<file path="src/rtl/bra_pkg.sv">
// Shared types for the bus release arbiter.
// Assumes: nothing beyond IEEE 1800-2017 enum support.
package bra_pkg;

    // Ownership state of the local bus.
    typedef enum logic [1:0] {
        ST_OWNED   = 2'd0,   // processor drives the bus
        ST_LENT    = 2'd1,   // another master holds the bus
        ST_RECLAIM = 2'd2    // grant withdrawn, drivers still floating
    } own_state_e;

endpackage

</file>
<file path="src/rtl/bra_req_sync.sv">
// Multi-stage synchronizer for a vector of asynchronous request lines.
// Assumes: STAGES >= 2; each bit is an independent level signal.
module bra_req_sync #(
    parameter int WIDTH  = 2,
    parameter int STAGES = 2
) (
    input  logic             clk,
    input  logic             rst_n,
    input  logic [WIDTH-1:0] async_in,
    output logic [WIDTH-1:0] sync_out
);

    logic [WIDTH-1:0] stage_q [STAGES];

    // Shift the sampled levels through the flop chain.
    always_ff @(posedge clk) begin
        if (!rst_n) begin
            for (int i = 0; i < STAGES; i++) stage_q[i] <= '0;
        end else begin
            stage_q[0] <= async_in;
            for (int i = 1; i < STAGES; i++) stage_q[i] <= stage_q[i-1];
        end
    end

    assign sync_out = stage_q[STAGES-1];

endmodule

</file>
<file path="src/rtl/bra_prio_pick.sv">
// Fixed-priority picker: the lowest-numbered active request wins.
// Assumes: N >= 1; purely combinational.
module bra_prio_pick #(
    parameter int N    = 2,
    parameter int IDXW = (N > 1) ? $clog2(N) : 1
) (
    input  logic [N-1:0]    req,
    output logic            found,
    output logic [IDXW-1:0] idx
);

    // Scan from lowest priority to highest so the highest one found last wins.
    always_comb begin
        found = 1'b0;
        idx   = '0;
        for (int i = N - 1; i >= 0; i--) begin
            if (req[i]) begin
                found = 1'b1;
                idx   = IDXW'(i);
            end
        end
    end

endmodule

</file>
<file path="src/rtl/bra_own_fsm.sv">
// Ownership state machine. Lends the bus only in an idle, unlocked cycle,
// then reclaims it one clock after the owner's grant is withdrawn.
// Assumes: request inputs are already synchronized; all outputs are registered.
module bra_own_fsm
    import bra_pkg::*;
#(
    parameter int N    = 2,
    parameter int IDXW = (N > 1) ? $clog2(N) : 1
) (
    input  logic            clk,
    input  logic            rst_n,
    input  logic            min_mode,
    input  logic            hold_s,
    input  logic [N-1:0]    rq_s,
    input  logic            pick_found,
    input  logic [IDXW-1:0] pick_idx,
    input  logic            cycle_busy,
    input  logic            lock_active,
    output logic            hold_ack,
    output logic [N-1:0]    rq_grant,
    output logic            bus_float
);

    own_state_e      state_q, state_d;
    logic            own_hold_q, own_hold_d;
    logic [IDXW-1:0] own_idx_q, own_idx_d;
    logic            want_bus;
    logic            owner_still;
    logic            may_lend;

    // A master wants the bus under the request scheme of the current mode.
    assign want_bus    = min_mode ? hold_s : pick_found;
    // The current owner still holds its request.
    assign owner_still = own_hold_q ? hold_s : rq_s[own_idx_q];
    // The hand-off is allowed only between bus cycles and outside a lock.
    assign may_lend    = !cycle_busy && !lock_active;

    // Next ownership state and recorded owner.
    always_comb begin
        state_d    = state_q;
        own_hold_d = own_hold_q;
        own_idx_d  = own_idx_q;
        unique case (state_q)
            ST_OWNED: begin
                if (want_bus && may_lend) begin
                    state_d    = ST_LENT;
                    own_hold_d = min_mode;
                    own_idx_d  = pick_idx;
                end
            end
            ST_LENT: begin
                if (!owner_still) state_d = ST_RECLAIM;
            end
            ST_RECLAIM: state_d = ST_OWNED;
            default:    state_d = ST_OWNED;
        endcase
    end

    // State and owner registers.
    always_ff @(posedge clk) begin
        if (!rst_n) begin
            state_q    <= ST_OWNED;
            own_hold_q <= 1'b0;
            own_idx_q  <= '0;
        end else begin
            state_q    <= state_d;
            own_hold_q <= own_hold_d;
            own_idx_q  <= own_idx_d;
        end
    end

    assign hold_ack  = (state_q == ST_LENT) && own_hold_q;
    assign bus_float = (state_q != ST_OWNED);

    generate
        for (genvar g = 0; g < N; g++) begin : g_grant
            assign rq_grant[g] = (state_q == ST_LENT) && !own_hold_q &&
                                 (own_idx_q == IDXW'(g));
        end
    endgenerate

endmodule

</file>
<file path="src/rtl/bus_release_arbiter.sv">
// Top level of the local bus release arbiter: synchronizers, fixed
// priority picker and ownership state machine.
// Assumes: min_mode changes only while the bus is owned by the processor.
module bus_release_arbiter #(
    parameter int NREQ        = 2,
    parameter int SYNC_STAGES = 2
) (
    input  logic            clk,
    input  logic            rst_n,
    input  logic            min_mode,
    input  logic            hold_req,
    input  logic [NREQ-1:0] rq_req,
    input  logic            cycle_busy,
    input  logic            lock_active,
    output logic            hold_ack,
    output logic [NREQ-1:0] rq_grant,
    output logic            bus_float
);

    localparam int IDXW = (NREQ > 1) ? $clog2(NREQ) : 1;
    localparam int SW   = NREQ + 1;

    logic [SW-1:0]   raw_req;
    logic [SW-1:0]   syn_req;
    logic            pick_found;
    logic [IDXW-1:0] pick_idx;

    assign raw_req = {rq_req, hold_req};

    bra_req_sync #(.WIDTH(SW), .STAGES(SYNC_STAGES)) i_sync (
        .clk      (clk),
        .rst_n    (rst_n),
        .async_in (raw_req),
        .sync_out (syn_req)
    );

    bra_prio_pick #(.N(NREQ), .IDXW(IDXW)) i_pick (
        .req   (syn_req[SW-1:1]),
        .found (pick_found),
        .idx   (pick_idx)
    );

    bra_own_fsm #(.N(NREQ), .IDXW(IDXW)) i_fsm (
        .clk         (clk),
        .rst_n       (rst_n),
        .min_mode    (min_mode),
        .hold_s      (syn_req[0]),
        .rq_s        (syn_req[SW-1:1]),
        .pick_found  (pick_found),
        .pick_idx    (pick_idx),
        .cycle_busy  (cycle_busy),
        .lock_active (lock_active),
        .hold_ack    (hold_ack),
        .rq_grant    (rq_grant),
        .bus_float   (bus_float)
    );

endmodule

</file>
<file path="config.mk">
export PLATFORM = sky130hd
export DESIGN_NAME = bus_release_arbiter
export DESIGN_NICKNAME = d
export VERILOG_FILES = /design/src/rtl/bra_pkg.sv /design/src/rtl/bra_req_sync.sv /design/src/rtl/bra_prio_pick.sv /design/src/rtl/bra_own_fsm.sv /design/src/rtl/bus_release_arbiter.sv
export SDC_FILE = /design/constraint.sdc
export NUM_CORES = 1
export LEC_CHECK = 0
export BUFFER_PORTS_ARGS = -buffer_cell sky130_fd_sc_hd__buf_4
export CORE_AREA = 2 2 39 41
export DETAILED_ROUTE_END_ITERATION = 10
export DIE_AREA = 0 0 41 43
export PLACE_DENSITY = 0.53
export REMOVE_ABC_BUFFERS = 1
export SLEW_MARGIN = 20
export SYNTH_ARGS = -nofsm -noshare
export SYNTH_HDL_FRONTEND = slang
export SYNTH_SLANG_ARGS = --single-unit
</file>
<file path="constraint.sdc">
create_clock -name clk -period 3.05 [get_ports clk]
set_clock_uncertainty 0.2 [all_clocks]
set_input_delay 0.1525 -clock clk [delete_from_list [all_inputs] [get_ports clk]]
set_output_delay 0.1525 -clock clk [all_outputs]
set_load 0.1 [all_outputs]
</file>
* Yosys cells after proc, flatten, opt, wreduce, memory -nomap -nowiden
Memory sizes are Yosys's and may differ from the RTL's.
Index checks and enable logic that the tools add are counted.
** Word-level totals
- ROM bits :: 0
- Bits in latches :: 0
- Bits in registers :: 4
- Logic and storage cells :: 38
- Memory bits (writable) :: 6
- Memories :: 1
** Memories
- i_sync.stage_q :: depth 2, width 3, rd ports 2, clocked after Yosys merged registers in 0, write ports 2, RTL line bra_req_sync.sv:13 : logic [WIDTH-1:0] stage_q [STAGES];
** Operators by class
- Order comparisons :: 1
- Muxes and demuxes :: 14
- Shifts and indexed selects :: 0
- Bitwise operators :: 3
- Div/mod/pow operators :: 0
- Equal/unequal tests :: 3
- Reductions and logical operators :: 13
- Add/subtract/negate cells :: 0
- Multipliers :: 0
** Operator list (number)
- 1-bit two-way mux :: 9
- 1-bit logical AND :: 6
- 3-bit two-way mux :: 2
- 2-bit two-way mux :: 2
- 2-bit case mux with 2 select lines :: 1
- 2-bit AND reduction :: 2
- 1-bit logical NOT :: 3
- 2-bit by 1-bit equality test with 1-bit output, second input constant :: 1
- 2-bit logical NOT :: 1
- 1-bit by 2-bit < comparator with 1-bit output, second input constant :: 1
- 2-bit by 1-bit inequality test with 1-bit output, second input constant :: 1
- 2-bit inequality test, second input constant :: 1
- 1-bit OR :: 2
- 2-bit nonzero test :: 1
- 1-bit NOT :: 1

* Depth between registers and ports, before layout
Gate-level depths: netlist of the first run.
- Depth after elaboration :: 6
- Depth in mapped cells :: 3
- Gate-level depth less buffers :: 3

* Cells and area by module
From an unflattened synthesis of the first run, not the netlist that was laid out.
** Second synthesis, totals
- Cells, all modules :: 40
- Area total of the unflattened synthesis :: 439.2 um^2
** By module, submodules not included
- bra_own_fsm :: cells each 23, area an instance 244.0 um^2, times used 1, seq. area each 80.1 um^2
- bra_req_sync :: cells each 15, area an instance 180.2 um^2, times used 1, seq. area each 120.1 um^2
- bra_prio_pick :: cells each 2, area an instance 15.0 um^2, times used 1, seq. area each 0.0 um^2

* Worst setup path before layout of the first run
OpenSTA, ideal clock, no wires.
- Path type :: register to output
- Start point :: register i_fsm.state_q[0]
- End point :: output rq_grant[0]
- Cell stages (with the launch flop) :: 3
- Arrival time :: 2.091 ns
- Slack :: 0.606 ns
- Cell sequence :: dfxtp_1 -> nor3b_1 -> nor2b_1
** On the way
- Cells in the longest elaborated chain, start to end :: 3
** RTL lines
- start, declared :: RTL line bra_own_fsm.sv:24 : own_state_e state_q, state_d;
- start signal, assigned :: RTL line bra_own_fsm.sv:66 : state_q <= state_d;
- 2-bit by 1-bit equality test with 1-bit output :: RTL line bra_own_fsm.sv:77 : assign rq_grant[g] = (state_q == ST_LENT) && !own_hold_q &&
- 1-bit logical AND (2 in a row) :: RTL line bra_own_fsm.sv:77
- end, declared :: RTL line bus_release_arbiter.sv:16 : output logic [NREQ-1:0] rq_grant,
Every way passes these cells.

* Worst setup path after layout of the first run
Same ends and word-level chain as after synthesis.

==> out/metrics.yaml, run 1 <==
status: "finished clean"
layout.cells.non_filler: 74
async_flop_share: 0
numPortBuffers: 11
fp-row-count: 14
die_y_um: 43
ctsRootBufferMaster: "clkbuf_4"
period_share: 0.601
drt-initial-drc-count: 3
cts_made_buffers: 3
hold_buffers: 7
fmax_mhz: 545
drc: 0
dp.cells: 64
clkSinkCount: 10
yosysWarnings: 0
ys_ff_latch: 10
total_power_mw: 0.258
crit_path_start_kind: "flop"
worstHoldPathType: "in -> reg"
core_sq_mm: 0.00138
syn-instance-count: 37
vias: 346
clk_pin_slew_ps: 60
grt_pass1_vias: 336
avgSynthCellArea_sq_um: 11.2
cp.arrival_ps: 1480
cts_tree: "done"
finalSetupViolations: 0
syn_to_final_growth_pct: 47.1
first_pass_iters: 4
p_per_area_mw_per_mm2: 423
io_pins: 12
max-cap-violations: 0
overflow: 0
cp.required_ps: 2700
grt_pass1_wl_um: 1330
clk_path_buf_depth: 2
wl_per_cell_um: 9.88
cts-resized-gates: 0
seq_area_frac_synth: 0.483
peakVddDrop_mv: 0.198
synth-edff-count: 0
die_area_sq_mm: 0.00176
antenna_found_initial: 0
crit_type: "reg -> out"
finalMaxSlewViolations: 0
synth.distinct_cells: 20
antenna_cells: 0
antenna_left: 0
whs_ps: 18.2
finalHoldViolCount: 0
grt_max_degree: 11
worstSetupEndpointType: "output pin"
ys.flop_type: "dfxtp_1"
cts_setup_buffers: 0
htree_levels: 1
insertion_delay_ps: 250
grt_usage: 0.113
fin_crit_ps: 1830
vias_per_cell: 4.68
wl_um: 731
crit_path_max_fanout: 5
tightestPinTransition_ps: 341
grt_setup_unrepaired: "no"
place.gp.congestion: 0.615
p_leak_nw: 0.256
die_w_um: 41
setup_tns_ps: 0
netlist_area_sq_um: 414
initial_core_util: 0.299
final_net_count: 68
slew_headroom: 0.772
drive_gt1_frac: 0.310
## registers in the layout, indices dropped and copies added (netlist names)
register	flops
i_sync.stage_q	6
i_fsm.state_q	2
i_fsm.own_hold_q	1
i_fsm.own_idx_q	1
## metal layers
layer	vias up	wire, um	track usage
met3	0	44	0.0314
met4	0	0	0.0800
met5	-	0	0
met1	155	300	0.133
li1	179	-	-
met2	12	386	0.166
## path summary, 6_finish.rpt
| check | from | endpoint | slack [ps] | cells after the start |
|---|---|---|---|---|
| worst max register to register | i_fsm.state_q[0] | i_fsm.own_idx_q | 1680 | 3 |
| worst min register to register | i_sync.stage_q[0][2] | i_sync.stage_q[0][5] | 230 | 1 |
| worst min-delay path | cycle_busy | i_fsm.own_idx_q | 20 | 3 |
| worst max-delay path | i_fsm.state_q[0] | rq_grant[0] | 1220 | 3 |
## cells in the final DEF (no fill, tap or decap), drive strengths merged
master       Yosys  layout
a211oi           1       1
a21boi           2       2
a21oi            1       1
a22oi            1       1
and2             7       7
and3b            1       1
and4b            1       1
buf              0      11
clkbuf           0       3
dfxtp           10      10
dlygate4sd3      0       7
mux2             1       1
mux2i            1       1
nand2b           1       1
nand4b           1       1
nor2             2       2
nor2b            1       1
nor3b            1       1
nor4             1       1
o21ai            1       1
o311ai           1       1
o41ai            1       1
or2              1       1
## cell families (layout without fill, tap and decap cells)
kind of cell | Yosys count | in the layout | share of synthesized area
AOI/OAI and AO/OA | 8 | 8 | 0.151
DFF | 10 | 10 | 0.483
buffers and inverters | 0 | 21 | 0
and+or+nand+nor | 17 | 17 | 0.314
muxes | 2 | 2 | 0.0514
## power breakdown
part           leakage (nW)  internal [mW]  switching [mW]
clock network        0.0138         0.0452          0.0385
registers            0.0820          0.135         0.00319
logic                 0.160         0.0192          0.0163
total                 0.256          0.200          0.0580
## worst max-delay path, cell delays in order (launching register included)
cell	delay [ps]
dfxtp_1	410
nor3b_1	350
nor2b_1	170
buf_4	290
## synth_stat cells (2+ instances only)
cell      number  area [sq um]
dfxtp_1       10           200
a21boi_1       2          15.0
nor2_1         2          7.51
and2_1         7          43.8
## metrics by stage
step	area, sq um	setup slack [ps]	utilization
floorplan	414	606	-
global placement	517	1510	0.373
detailed placement	517	1470	0.373
CTS	609	1180	0.440
global route	609	1090	0.440
finish	609	1220	0.440
## area by class of cell
| class | instances | area, sq um |
|---|---|---|
| clock buffer | 3 | 22.5 |
| tap | 16 | 20.0 |
| fill | 148 | 774 |
| timing repair buffer | 18 | 153 |
| sequential | 10 | 200 |
| multi-input combinational | 27 | 214 |
No activity file was read; power rests on OpenSTA's default activity.
==> inputs of run 2 (changes only) <==
Clock period 3.05 ns to 1.7 ns, I/O delays scaled along.
==> out/metrics.yaml, run 2 (synthesis results as in run 1) <==
grt_pass1_vias: 335
die_y_um: 43
grt_usage: 0.113
grt_max_degree: 11
crit_path_start_kind: "flop"
fmax_mhz: 636
drt-initial-drc-count: 3
drive_gt1_frac: 0.328
numPortBuffers: 11
wl_per_cell_um: 9.99
final_cell_mix: "dlygate4sd3_1, dfxtp_1, buf_4"
switching_power_mw: 0.106
insertion_delay_ps: 250
setup_slack_ps: 127
peakVddDrop_mv: 0.355
die_area_sq_mm: 0.00176
path_cells: "nor3b_4, nor2b_1, buf_6"
ff2ff_path_depth: 3
swShare: 0.225
antenna_cells: 0
cp.arrival_ps: 1290
r2r_start: "i_fsm.state_q[1]"
met3_wirelength_um: 35
final_net_count: 71
cp.required_ps: 1410
critPathTopFamily: "simple AND/OR/NAND/NOR gates"
largest_reg_flops: 6
crit_type: "reg -> out"
place_area_sq_um: 517
status: "finished clean"
antenna_left: 0
fin_crit_ps: 1570
crit_path_max_fanout: 5
hold_depth: 1
r2r_end: "i_fsm.own_idx_q"
wl_met2_um: 413
min_from: "i_sync.stage_q[0][2]"
clock_power_share: 0.320
path_buf_inv: 1
reg2reg_slack_ps: 310
core_sq_mm: 0.00138
final_common_cell: "dlygate4sd3_1"
vias: 357
wl_um: 769
cpPeakStageDelay_ps: 370
finalHoldViolCount: 0
slew_headroom: 0.790
holdPathEnd: "i_sync.stage_q[0][5]"
drc: 0
power_frac_seq: 0.530
die_w_um: 41
top_register: "i_sync.stage_q"
p_comb_frac: 0.150
worstSetupEndpointType: "output pin"
antenna_found_initial: 0
slowest_stage: "dfxtp_2"
syn_to_final_growth_pct: 59.2
place.gp.congestion: 0.615
p_leak_nw: 0.272
setup_tns_ps: 0
p_per_area_mw_per_mm2: 712
clk_pin_slew_ps: 60
cts_tree: "done"
ctsRootBufferMaster: "clkbuf_4"
p_int_mw: 0.364
period_share: 0.925
cts_made_buffers: 3
highest-signal-layer: "met3"
max-cap-violations: 0
vias_per_cell: 4.64
finalMaxSlewViolations: 0
grt_pass1_wl_um: 1330
wl_met1_um: 320
reg.largest.list: "i_sync.stage_q: 6 flops, i_fsm.state_q: 2 flops"
clk_path_buf_depth: 2
grt_setup_unrepaired: "no"
fp-row-count: 14
initial_core_util: 0.299
first_pass_iters: 4
finalInstanceArea_sq_um: 659
tightestPinTransition_ps: 310
place_ws_ps: 192
cts_setup_buffers: 0
overflow: 0
htree_levels: 1
finalSetupViolations: 0
worstHoldPathType: "reg -> reg"
total_power_mw: 0.470
clkSinkCount: 10
whs_ps: 232
io_pins: 12
run 2: cell count changes in the layout (fill, tap and decap cells not counted), sizes merged:
cell         previous run  this run
dlygate4sd3             7        10
run 2: repair_timing:
item | in CTS | in global routing
hold buffers | 10 | 0
endpoints found under the setup margin | 2 | 2
hold endpoints to repair | 10 | 0
resized for setup | 1 | 4
gates cloned | 0 | 0
run 2: final cells by class:
| class | instances | area (sq um) |
|---|---|---|
| Timing Repair Buffer | 21 | 190 |
| Tap cell | 16 | 20.0 |
| Clock buffer | 3 | 22.5 |
| Sequential cell | 10 | 201 |
| Multi-Input combinational cell | 27 | 225 |
| Fill cell | 141 | 724 |
run 2: worst max path at each step:
stage                           from     endpoint  slack (ps)  depth (start not counted)
global placement    i_fsm.state_q[0]  rq_grant[0]         230                          3
global route        i_fsm.state_q[1]  rq_grant[0]          50                          3
CTS                 i_fsm.state_q[0]  rq_grant[0]          10                          3
detailed placement  i_fsm.state_q[0]  rq_grant[0]         190                          3
finish              i_fsm.state_q[0]  rq_grant[0]         130                          3
floorplan           i_fsm.state_q[0]  rq_grant[0]        -680                          2
run 2: stage by stage:
stage	std cells	util
after floorplan	37	-
after detailed placement	64	0.373
final	77	0.476
after CTS	77	0.466
after global routing	77	0.476
after global placement	64	0.373
run 2: power by group through the flow:
stage / registers [mW] / logic (mW) / clock network, mW
2_1_floorplan: 0.252 / 0.0296 / 0
3_3_place_gp: 0.254 / 0.0514 / 0
3_5_place_dp: 0.253 / 0.0514 / 0
4_1_cts: 0.248 / 0.0696 / 0.161
5_1_grt: 0.249 / 0.0771 / 0.171
6_report: 0.249 / 0.0707 / 0.150
run 2: per-layer routing:
layer / up-vias / track usage
met4: 0 / 0.0800
li1: 185 / -
met2: 12 / 0.166
met1: 160 / 0.133
met3: 0 / 0.0314
met5: - / 0
run 2: worst reg2reg max path: stages, from the launching register on:
cell      delay [ps]
dfxtp_1          370
or2_1            250
o41ai_1          340
a21boi_1         100
